File: src/rtl/rxd_pkg.sv
`timescale 1ns/1ps
package rxd_pkg;

    localparam int QW_W        = 64;
    localparam int DESC_W      = 2 * QW_W;
    localparam int SLOT_SHIFT  = 4;
    localparam int LEN_W       = 14;
    localparam int VLAN_W      = 16;
    localparam int HASH_W      = 32;
    localparam int PTYPE_W     = 8;

    // completion quadword 1 field positions
    localparam int DONE_BIT    = 0;
    localparam int CSUM_BIT    = 19;
    localparam int PTYPE_LSB   = 30;
    localparam int LEN_LSB     = 38;
    // completion quadword 0 field positions
    localparam int VLAN_LSB    = 16;
    localparam int HASH_LSB    = 32;

    typedef enum logic [2:0] {
        ST_IDLE,
        ST_FETCH,
        ST_DMA_REQ,
        ST_DMA_WAIT,
        ST_WRBACK
    } eng_state_e;

    typedef struct packed {
        logic [LEN_W-1:0]   len;
        logic [VLAN_W-1:0]  vlan;
        logic [HASH_W-1:0]  hash;
        logic [PTYPE_W-1:0] ptype;
        logic               csum_bad;
    } rx_meta_t;

endpackage

File: src/rtl/rxd_ring_index.sv
`timescale 1ns/1ps
module rxd_ring_index
    import rxd_pkg::*;
#(
    parameter int IDX_W = 8
) (
    input  logic             clk,
    input  logic             rst_n,
    input  logic             en,
    input  logic             advance,
    input  logic [IDX_W-1:0] ring_len,
    input  logic [IDX_W-1:0] sw_idx,
    input  logic [QW_W-1:0]  base,
    output logic [IDX_W-1:0] hw_idx,
    output logic [QW_W-1:0]  slot_addr,
    output logic             ring_full
);

    logic             at_last;
    logic [IDX_W-1:0] idx_next;

    always_comb begin
        at_last  = (hw_idx == ring_len - IDX_W'(1));
        idx_next = at_last ? '0 : hw_idx + IDX_W'(1);
    end

    always_ff @(posedge clk) begin
        if (!rst_n) begin
            hw_idx <= '0;
        end else if (!en) begin
            hw_idx <= '0;
        end else if (advance) begin
            hw_idx <= idx_next;
        end
    end

    assign slot_addr = base + (QW_W'(hw_idx) << SLOT_SHIFT);
    assign ring_full = (hw_idx == sw_idx);

endmodule

File: src/rtl/rxd_wb_format.sv
`timescale 1ns/1ps
module rxd_wb_format
    import rxd_pkg::*;
(
    input  rx_meta_t          meta,
    output logic [DESC_W-1:0] desc
);

    logic [QW_W-1:0] qw0;
    logic [QW_W-1:0] qw1;

    always_comb begin
        qw0 = '0;
        qw0[VLAN_LSB +: VLAN_W] = meta.vlan;
        qw0[HASH_LSB +: HASH_W] = meta.hash;

        qw1 = '0;
        qw1[DONE_BIT]                = 1'b1;
        qw1[CSUM_BIT]                = meta.csum_bad;
        qw1[PTYPE_LSB +: PTYPE_W]    = meta.ptype;
        qw1[LEN_LSB +: LEN_W]        = meta.len;
    end

    // little-endian: quadword 0 occupies the low-order bytes
    assign desc = {qw1, qw0};

endmodule

File: src/rtl/rxd_drop_counter.sv
`timescale 1ns/1ps
module rxd_drop_counter #(
    parameter int CNT_W = 16
) (
    input  logic             clk,
    input  logic             rst_n,
    input  logic             hit,
    output logic             pulse,
    output logic [CNT_W-1:0] count
);

    localparam logic [CNT_W-1:0] CNT_MAX = {CNT_W{1'b1}};

    always_ff @(posedge clk) begin
        if (!rst_n) begin
            pulse <= 1'b0;
            count <= '0;
        end else begin
            pulse <= hit;
            if (hit && count != CNT_MAX) begin
                count <= count + CNT_W'(1);
            end
        end
    end

endmodule

File: src/rtl/rxd_wb_engine.sv
`timescale 1ns/1ps
module rxd_wb_engine
    import rxd_pkg::*;
#(
    parameter int IDX_W  = 8,
    parameter int DROP_W = 16
) (
    input  logic                clk,
    input  logic                rst_n,
    input  logic                cfg_en,
    input  logic [QW_W-1:0]     cfg_base,
    input  logic [IDX_W-1:0]    cfg_len,
    input  logic [IDX_W-1:0]    cfg_tail,
    input  logic                pkt_valid,
    output logic                pkt_ready,
    input  logic [LEN_W-1:0]    pkt_len,
    input  logic [VLAN_W-1:0]   pkt_vlan,
    input  logic [HASH_W-1:0]   pkt_hash,
    input  logic [PTYPE_W-1:0]  pkt_ptype,
    input  logic                pkt_csum_bad,
    output logic                mem_req,
    output logic                mem_we,
    output logic [QW_W-1:0]     mem_addr,
    output logic [DESC_W-1:0]   mem_wdata,
    input  logic [DESC_W-1:0]   mem_rdata,
    input  logic                mem_ack,
    output logic                dma_valid,
    input  logic                dma_ready,
    output logic [QW_W-1:0]     dma_addr,
    output logic [LEN_W-1:0]    dma_len,
    input  logic                dma_done,
    output logic [IDX_W-1:0]    head_idx,
    output logic                drop_pulse,
    output logic [DROP_W-1:0]   drop_count
);

    eng_state_e      state_q;
    eng_state_e      state_d;
    rx_meta_t        meta_q;
    rx_meta_t        meta_in;
    logic [QW_W-1:0] buf_addr_q;
    logic [QW_W-1:0] slot_addr;
    logic            ring_full;
    logic            accept;
    logic            take;
    logic            drop_hit;
    logic            advance;
    logic            unused_hdr;

    // header buffer address in the request form is not used
    assign unused_hdr = ^mem_rdata[DESC_W-1:QW_W];

    assign meta_in = '{len: pkt_len, vlan: pkt_vlan, hash: pkt_hash,
                       ptype: pkt_ptype, csum_bad: pkt_csum_bad};

    assign accept   = pkt_valid && pkt_ready;
    assign take     = accept && !ring_full;
    assign drop_hit = accept && ring_full;
    assign advance  = (state_q == ST_WRBACK) && mem_ack;

    rxd_ring_index #(.IDX_W(IDX_W)) ring_i (
        .clk       (clk),
        .rst_n     (rst_n),
        .en        (cfg_en),
        .advance   (advance),
        .ring_len  (cfg_len),
        .sw_idx    (cfg_tail),
        .base      (cfg_base),
        .hw_idx    (head_idx),
        .slot_addr (slot_addr),
        .ring_full (ring_full)
    );

    rxd_wb_format fmt_i (
        .meta (meta_q),
        .desc (mem_wdata)
    );

    rxd_drop_counter #(.CNT_W(DROP_W)) drop_i (
        .clk   (clk),
        .rst_n (rst_n),
        .hit   (drop_hit),
        .pulse (drop_pulse),
        .count (drop_count)
    );

    // state register
    always_ff @(posedge clk) begin
        if (!rst_n) begin
            state_q <= ST_IDLE;
        end else begin
            state_q <= state_d;
        end
    end

    // next-state selection
    always_comb begin
        state_d = state_q;
        unique case (state_q)
            ST_IDLE:     if (take)      state_d = ST_FETCH;
            ST_FETCH:    if (mem_ack)   state_d = ST_DMA_REQ;
            ST_DMA_REQ:  if (dma_ready) state_d = ST_DMA_WAIT;
            ST_DMA_WAIT: if (dma_done)  state_d = ST_WRBACK;
            ST_WRBACK:   if (mem_ack)   state_d = ST_IDLE;
            default:                    state_d = ST_IDLE;
        endcase
    end

    // state-decoded outputs
    always_comb begin
        pkt_ready = 1'b0;
        mem_req   = 1'b0;
        mem_we    = 1'b0;
        dma_valid = 1'b0;
        unique case (state_q)
            ST_IDLE:     pkt_ready = cfg_en;
            ST_FETCH:    mem_req   = 1'b1;
            ST_DMA_REQ:  dma_valid = 1'b1;
            ST_DMA_WAIT: ;
            ST_WRBACK: begin
                mem_req = 1'b1;
                mem_we  = 1'b1;
            end
            default: ;
        endcase
    end

    // packet sideband and buffer address capture
    always_ff @(posedge clk) begin
        if (!rst_n) begin
            meta_q     <= '0;
            buf_addr_q <= '0;
        end else begin
            if (take) begin
                meta_q <= meta_in;
            end
            if (state_q == ST_FETCH && mem_ack) begin
                buf_addr_q <= mem_rdata[QW_W-1:0];
            end
        end
    end

    assign mem_addr = slot_addr;
    assign dma_addr = buf_addr_q;
    assign dma_len  = meta_q.len;

endmodule

File: config.mk
export PLATFORM = sky130hd
export DESIGN_NAME = rxd_wb_engine
export DESIGN_NICKNAME = d
export VERILOG_FILES = /design/src/rtl/rxd_pkg.sv /design/src/rtl/rxd_ring_index.sv /design/src/rtl/rxd_wb_format.sv /design/src/rtl/rxd_drop_counter.sv /design/src/rtl/rxd_wb_engine.sv
export SDC_FILE = /design/constraint.sdc
export NUM_CORES = 1
export LEC_CHECK = 0
export ABC_AREA = 1
export BUFFER_PORTS_ARGS = -buffer_cell sky130_fd_sc_hd__buf_2
export CELL_PAD_IN_SITES_DETAIL_PLACEMENT = 1
export CELL_PAD_IN_SITES_GLOBAL_PLACEMENT = 2
export CORE_UTILIZATION = 19
export CTS_CLUSTER_SIZE = 14
export DETAILED_ROUTE_END_ITERATION = 6
export HOLD_SLACK_MARGIN = 0.05
export PLACE_DENSITY_LB_ADDON = 0.1
export SLEW_MARGIN = 20
export SYNTH_ARGS = -nofsm -noshare
export SYNTH_HDL_FRONTEND = slang
export SYNTH_SLANG_ARGS = --single-unit
File: constraint.sdc
create_clock -name clk -period 2.9 [get_ports clk]
set_clock_uncertainty 0.2 [all_clocks]
set_input_delay 0.58 -clock clk [delete_from_list [all_inputs] [get_ports clk]]
set_output_delay 0.58 -clock clk [all_outputs]
set_load 0.01 [all_outputs]
; ---- After elaboration in Yosys (flattened, before gate mapping)
; Index checks and enable logic that the tools add are counted.
[totals]
regBits = 163
inputBits = 286
wordCells = 48
[op_classes]
addsub = 4
n_eq_ne = 12
mux = 11
n_reduce_logical = 11
[op_table]
columns = cell, n
row1 = $add 64x12->64, 1
row2 = $add 16x1->16 const B, 1
row3 = $eq 8x8->1, 2
row4 = $ne 16x16->1 const B, 1
row5 = $mux 3, 5
row6 = $pmux 3 s5, 1
row7 = $ne 2x2->1 const B, 5
row8 = $add 8x1->8 const B, 1
row9 = $mux 8, 1
row10 = $sub 8x1->8 const B, 1
row11 = $eq 3x2->1 const B, 2
row12 = $logic_and 1x1->1, 6
row13 = $reduce_and 5->1, 1
row14 = $mux 1, 4
row15 = $eq 3x1->1 const B, 1
row16 = $eq 3x3->1 const B, 1
row17 = $logic_not 3->1, 1
row18 = $reduce_and 2->1, 1
row19 = $reduce_or 2->1, 1
row20 = $logic_not 1->1, 1

; ---- Logic depth before layout (Yosys ltp)
[depth]
ltp_word = 6
mapped_depth = 13
depth_no_buf = 13

; ---- By module
; From an unflattened synthesis, not the netlist that was laid out.
[hier_totals]
hier_cells = 1535
hier_area_um2 = 10496.3
[modules_own_cells]
columns = mod, instances, cells_per_inst, area_per_inst_um2, seq_area_each_um2
row1 = rxd_wb_engine, 1, 655, 5266.3, 2762.6
row2 = rxd_ring_index, 1, 594, 3279.4, 160.2
row3 = rxd_drop_counter, 1, 156, 982.2, 340.3
row4 = rxd_wb_format, 1, 130, 968.4, 0.0

; ---- Worst setup path before layout
; OpenSTA, ideal clock, no wires.
[synth_timing]
kind = input to output
start = input port cfg_base[4]
end = output port mem_addr[46]
arrival_time_ps = 2210
t_required_ps = 2120
slack_ps = -90
stages = 12
path_buffers = 0
cell_sequence = ha_1 inv_1 fa_1 inv_1 nand3_1 nand2_2 nand2_1 nand2_1 nand2_1 nand2_1 nand3_1 xnor2_1
[synth_via]
elab_chain_cells = 1
[synth_rtl]
columns = element, line_no
row1 = start: declaration, rxd_wb_engine.sv:11  ; input logic [QW_W-1:0] cfg_base,
row2 = $add 64x12->64, rxd_ring_index.sv:37  ; assign slot_addr = base + (QW_W'(hw_idx) << SLOT_SHIFT);
row3 = end: declaration, rxd_wb_engine.sv:23  ; output logic [QW_W-1:0] mem_addr,
; Every way passes these cells.

; ---- Final worst setup path
[layout_timing]
start = register ring_i.hw_idx[0]
end = output port mem_addr[26]
[layout_via]
elab_chain_cells = 1
[layout_rtl]
columns = element, line_no
row1 = start: declaration, rxd_ring_index.sv:14  ; output logic [IDX_W-1:0] hw_idx,
row2 = start signal: assignment, rxd_ring_index.sv:33  ; hw_idx <= idx_next;
row3 = $add 64x12->64, rxd_ring_index.sv:37
; Every way passes these cells.

==> results.toml <==
[status]
status = "complete, but fails checks"
violations = "negative setup slack"

[clocking]
clock_latency_ns = 0.47
cts_hold_buf = 0
cts_max_level = 4
clk_pin_slew_ns = 0.08
cts_buffers = 17
cts_tree = "built"
numClockSinks = 163
cts-root-buf = "clkbuf_16"
clk_path_buf_depth = 2

[floorplan]
fp.dieH_um = 226
dieArea_sq_um = 51100
die_w_um = 226
rows = 81
core_region_area_sq_um = 49300
initial_utilization = 0.193
top_level_ports = 585

[critical_path]
cp_num_buf_inv = 5
crit_type = "reg -> out"
critical_path.max_fanout = 4
worst_path_largest_cell_delay_ns = 0.37
cp-start-kind = "register"
critPathRequiredTime_ns = 2.12
cp_slowest_cell = "dfxtp_4"
cp_cell_sequence = "ha_4, inv_2, fa_2, inv_2, nand3_2, nand2_4, nand2_4, nand2_4, buf_6, nand2_4, nand2_4, buf_6, xor2_1, buf_4"
crit_top_cell = "nand2_4"
critPathArrivalTime_ns = 2.40
end_kind = "output pin"
critical-path-top-delay-family = "adder cells"

[power_and_ir_drop]
power_mw = 7.53
p_switching_mw = 2.73
combPwrFrac = 0.300
ir_worst_vdd_mv = 0.426
switching_share = 0.363
p_leak_nw = 7.42
clkPwrFrac = 0.318
seq_power_share = 0.382
p_int_mw = 4.80
power.density_nw_per_um2 = 518

[drt]
dr.pass1.iters = 4
routed_via_density = 4.15
drc = 0
dr_total_vias = 11000
wl_per_cell_um = 17.9
wl_mm = 47.4
antenna_left = 0
drt_iter0_markers = 348

[synth]
synth-seq-cells = 163
seq_area_frac_synth = 0.342
synth_ff_type = "dfxtp_1"
avgSynthCellArea_sq_um = 6.58
synth_area_sq_um = 9530
synth_top_area_frac = 0.342
synth.area.top_cells = "dfxtp_1, nor2_1, nand2_1"
ys_warn_count = 0
async_flop_share = 0
synth_cell_types = 39
synth_commonest_cells = "nor2_1, nand2_1, dfxtp_1, inv_1, buf_4"
synth_edf_count = 0
syn_inst = 1448
synth_top_area_cell = "dfxtp_1"
yosysMostFrequentCell = "nor2_1"

[sta]
tightest_slew_ns = 0.825
hold_viol = 0
max_freq_ghz = 0.315
layout_min_cycle_time_ns = 3.18
rsz0062_at_grt = "yes"
slew-limit-headroom = 0.450
maxSlewViolCount = 0
finalSetupViolations = 50
post-route-period-util = 1.10
setup_ws_ns = -0.276

[placement]
port_buffers = 455
placed_area_sq_um = 12800
gp_congestion = 0.837
hpwl_mm = 38.0

[cells_and_area]
drive_above_1_share = 0.394
n_fill_cell = 6278
area_delta_synth_final_pct = 52.7
postLayoutCellArea_sq_um = 14600
fin_nets = 2272

[grt]
met2_usage = 0.310
grt_use_total = 0.182
globalRouteOverflowTotal = 0
grt_util_met3 = 0.0606
grt_pass1_vias = 11100
grt_antenna_before_repair = 17
grt_util_met1 = 0.217
grt_start_max_net_pins = 93
grt_pass1_wl_mm = 68.3
busiest_layer = "met2"

[worst_hold_path]
hp-class = "in -> reg"

[flow_run]
cap_violations = 0
-- cells by family (layout without fill, tap and decap cells) --
| logic type | Yosys count | count (layout) | share of synthesized area |
|---|---|---|---|
| other | 2 | 58 | 0.000788 |
| XOR/XNOR | 68 | 68 | 0.0625 |
| AO/OA/AOI/OAI | 176 | 176 | 0.0936 |
| adder cells (fa/ha/maj) | 12 | 12 | 0.0165 |
| AND/OR/NAND/NOR | 790 | 790 | 0.349 |
| buffers and inverters | 237 | 721 | 0.135 |
| flip-flops | 163 | 163 | 0.342 |
-- power by group through the flow --
stage / clock, mW / sequential (mW) / combinational [mW]
after floorplan: 0 / 3.10 / 1.05
after global placement: 0 / 2.90 / 2.24
after detailed placement: 0 / 2.92 / 2.24
after CTS: 2.51 / 2.88 / 2.29
after global routing: 2.58 / 2.93 / 2.51
final: 2.40 / 2.88 / 2.26
-- metrics by stage --
step	TNS (ns)	instances	hold WS, ns	setup slack (ns)	utilization
3_5_place_dp	-13.42	2599	0.267	-0.397	0.260
3_3_place_gp	-11.51	2599	0.258	-0.379	0.260
4_1_cts	-11.00	2645	0.0701	-0.418	0.288
5_1_grt	-14.57	2652	0.0923	-0.432	0.295
6_report	-6.94	2652	0.119	-0.276	0.295
2_1_floorplan	-0.0121	1503	0.278	-0.0121	-
-- final timing paths --
kind	from	endpoint	slack (ns)	depth (start not counted)
setup reg to reg	ring_i.hw_idx[6]	state_q[0]	0.65	12
hold / removal	mem_rdata[51]	dma_addr[51]	0.12	3
hold reg to reg	meta_q[16]	meta_q[16]	0.28	2
setup / recovery	ring_i.hw_idx[0]	mem_addr[26]	-0.28	14
-- layout by cell type (no fill, tap or decap), drive strengths merged, types with 3 or more instances in the layout --
cell    synthesis  routed
buf            99     572
nor2          362     362
nand2         288     288
dfxtp         163     163
o21ai         150     150
inv           111     120
nand3          61      61
conb            2      57
xor2           51      51
nor3           33      33
nand4          31      31
a21oi          23      23
clkbuf         21      18
xnor2          17      17
ha             11      11
nand3b         10      10
clkinv          6       8
or2             3       3
-- sequential cells by signal, summed over array words and instances (netlist names) --
name,count
ring_i.hw_idx,8
state_q,3
dma_addr,64
drop_i.count,16
meta_q,57
drop_i.pulse,1
dma_len,14
-- layout make-up --
class	instances	area, sq um	share of cell area
tap	664	831	0.0571
clock inverter	14	164	0.0113
antenna	1	2.50	0.000172
sequential	163	3270	0.225
multi-input combinational	1103	6010	0.413
timing repair buffer	572	3390	0.233
inverter	117	448	0.0308
clock buffer	18	429	0.0295
-- repair_timing --
item,in CTS,in global routing
buffers inserted,15,8
endpoints found under the setup margin,56,55
hold endpoints to repair,0,0
pin swaps,63,51
gates resized for setup,161,76
-- layer usage --
layer	up-vias	part of all wire
met3	64	0.065
met4	24	0.017
met2	284	0.49
met1	5136	0.42
li1	5505	-
met5	-	0.0030
-- worst register-to-register path, delay by kind of cell, from the launching register on --
| kind | cells | cell delay [ns] |
|---|---|---|
| flops | 1 | 0.34 |
| buf+inv | 3 | 0.51 |
| simple gates | 8 | 1.03 |
| compound gates | 1 | 0.06 |
Note: power is estimated with default switching activity, not from simulation.
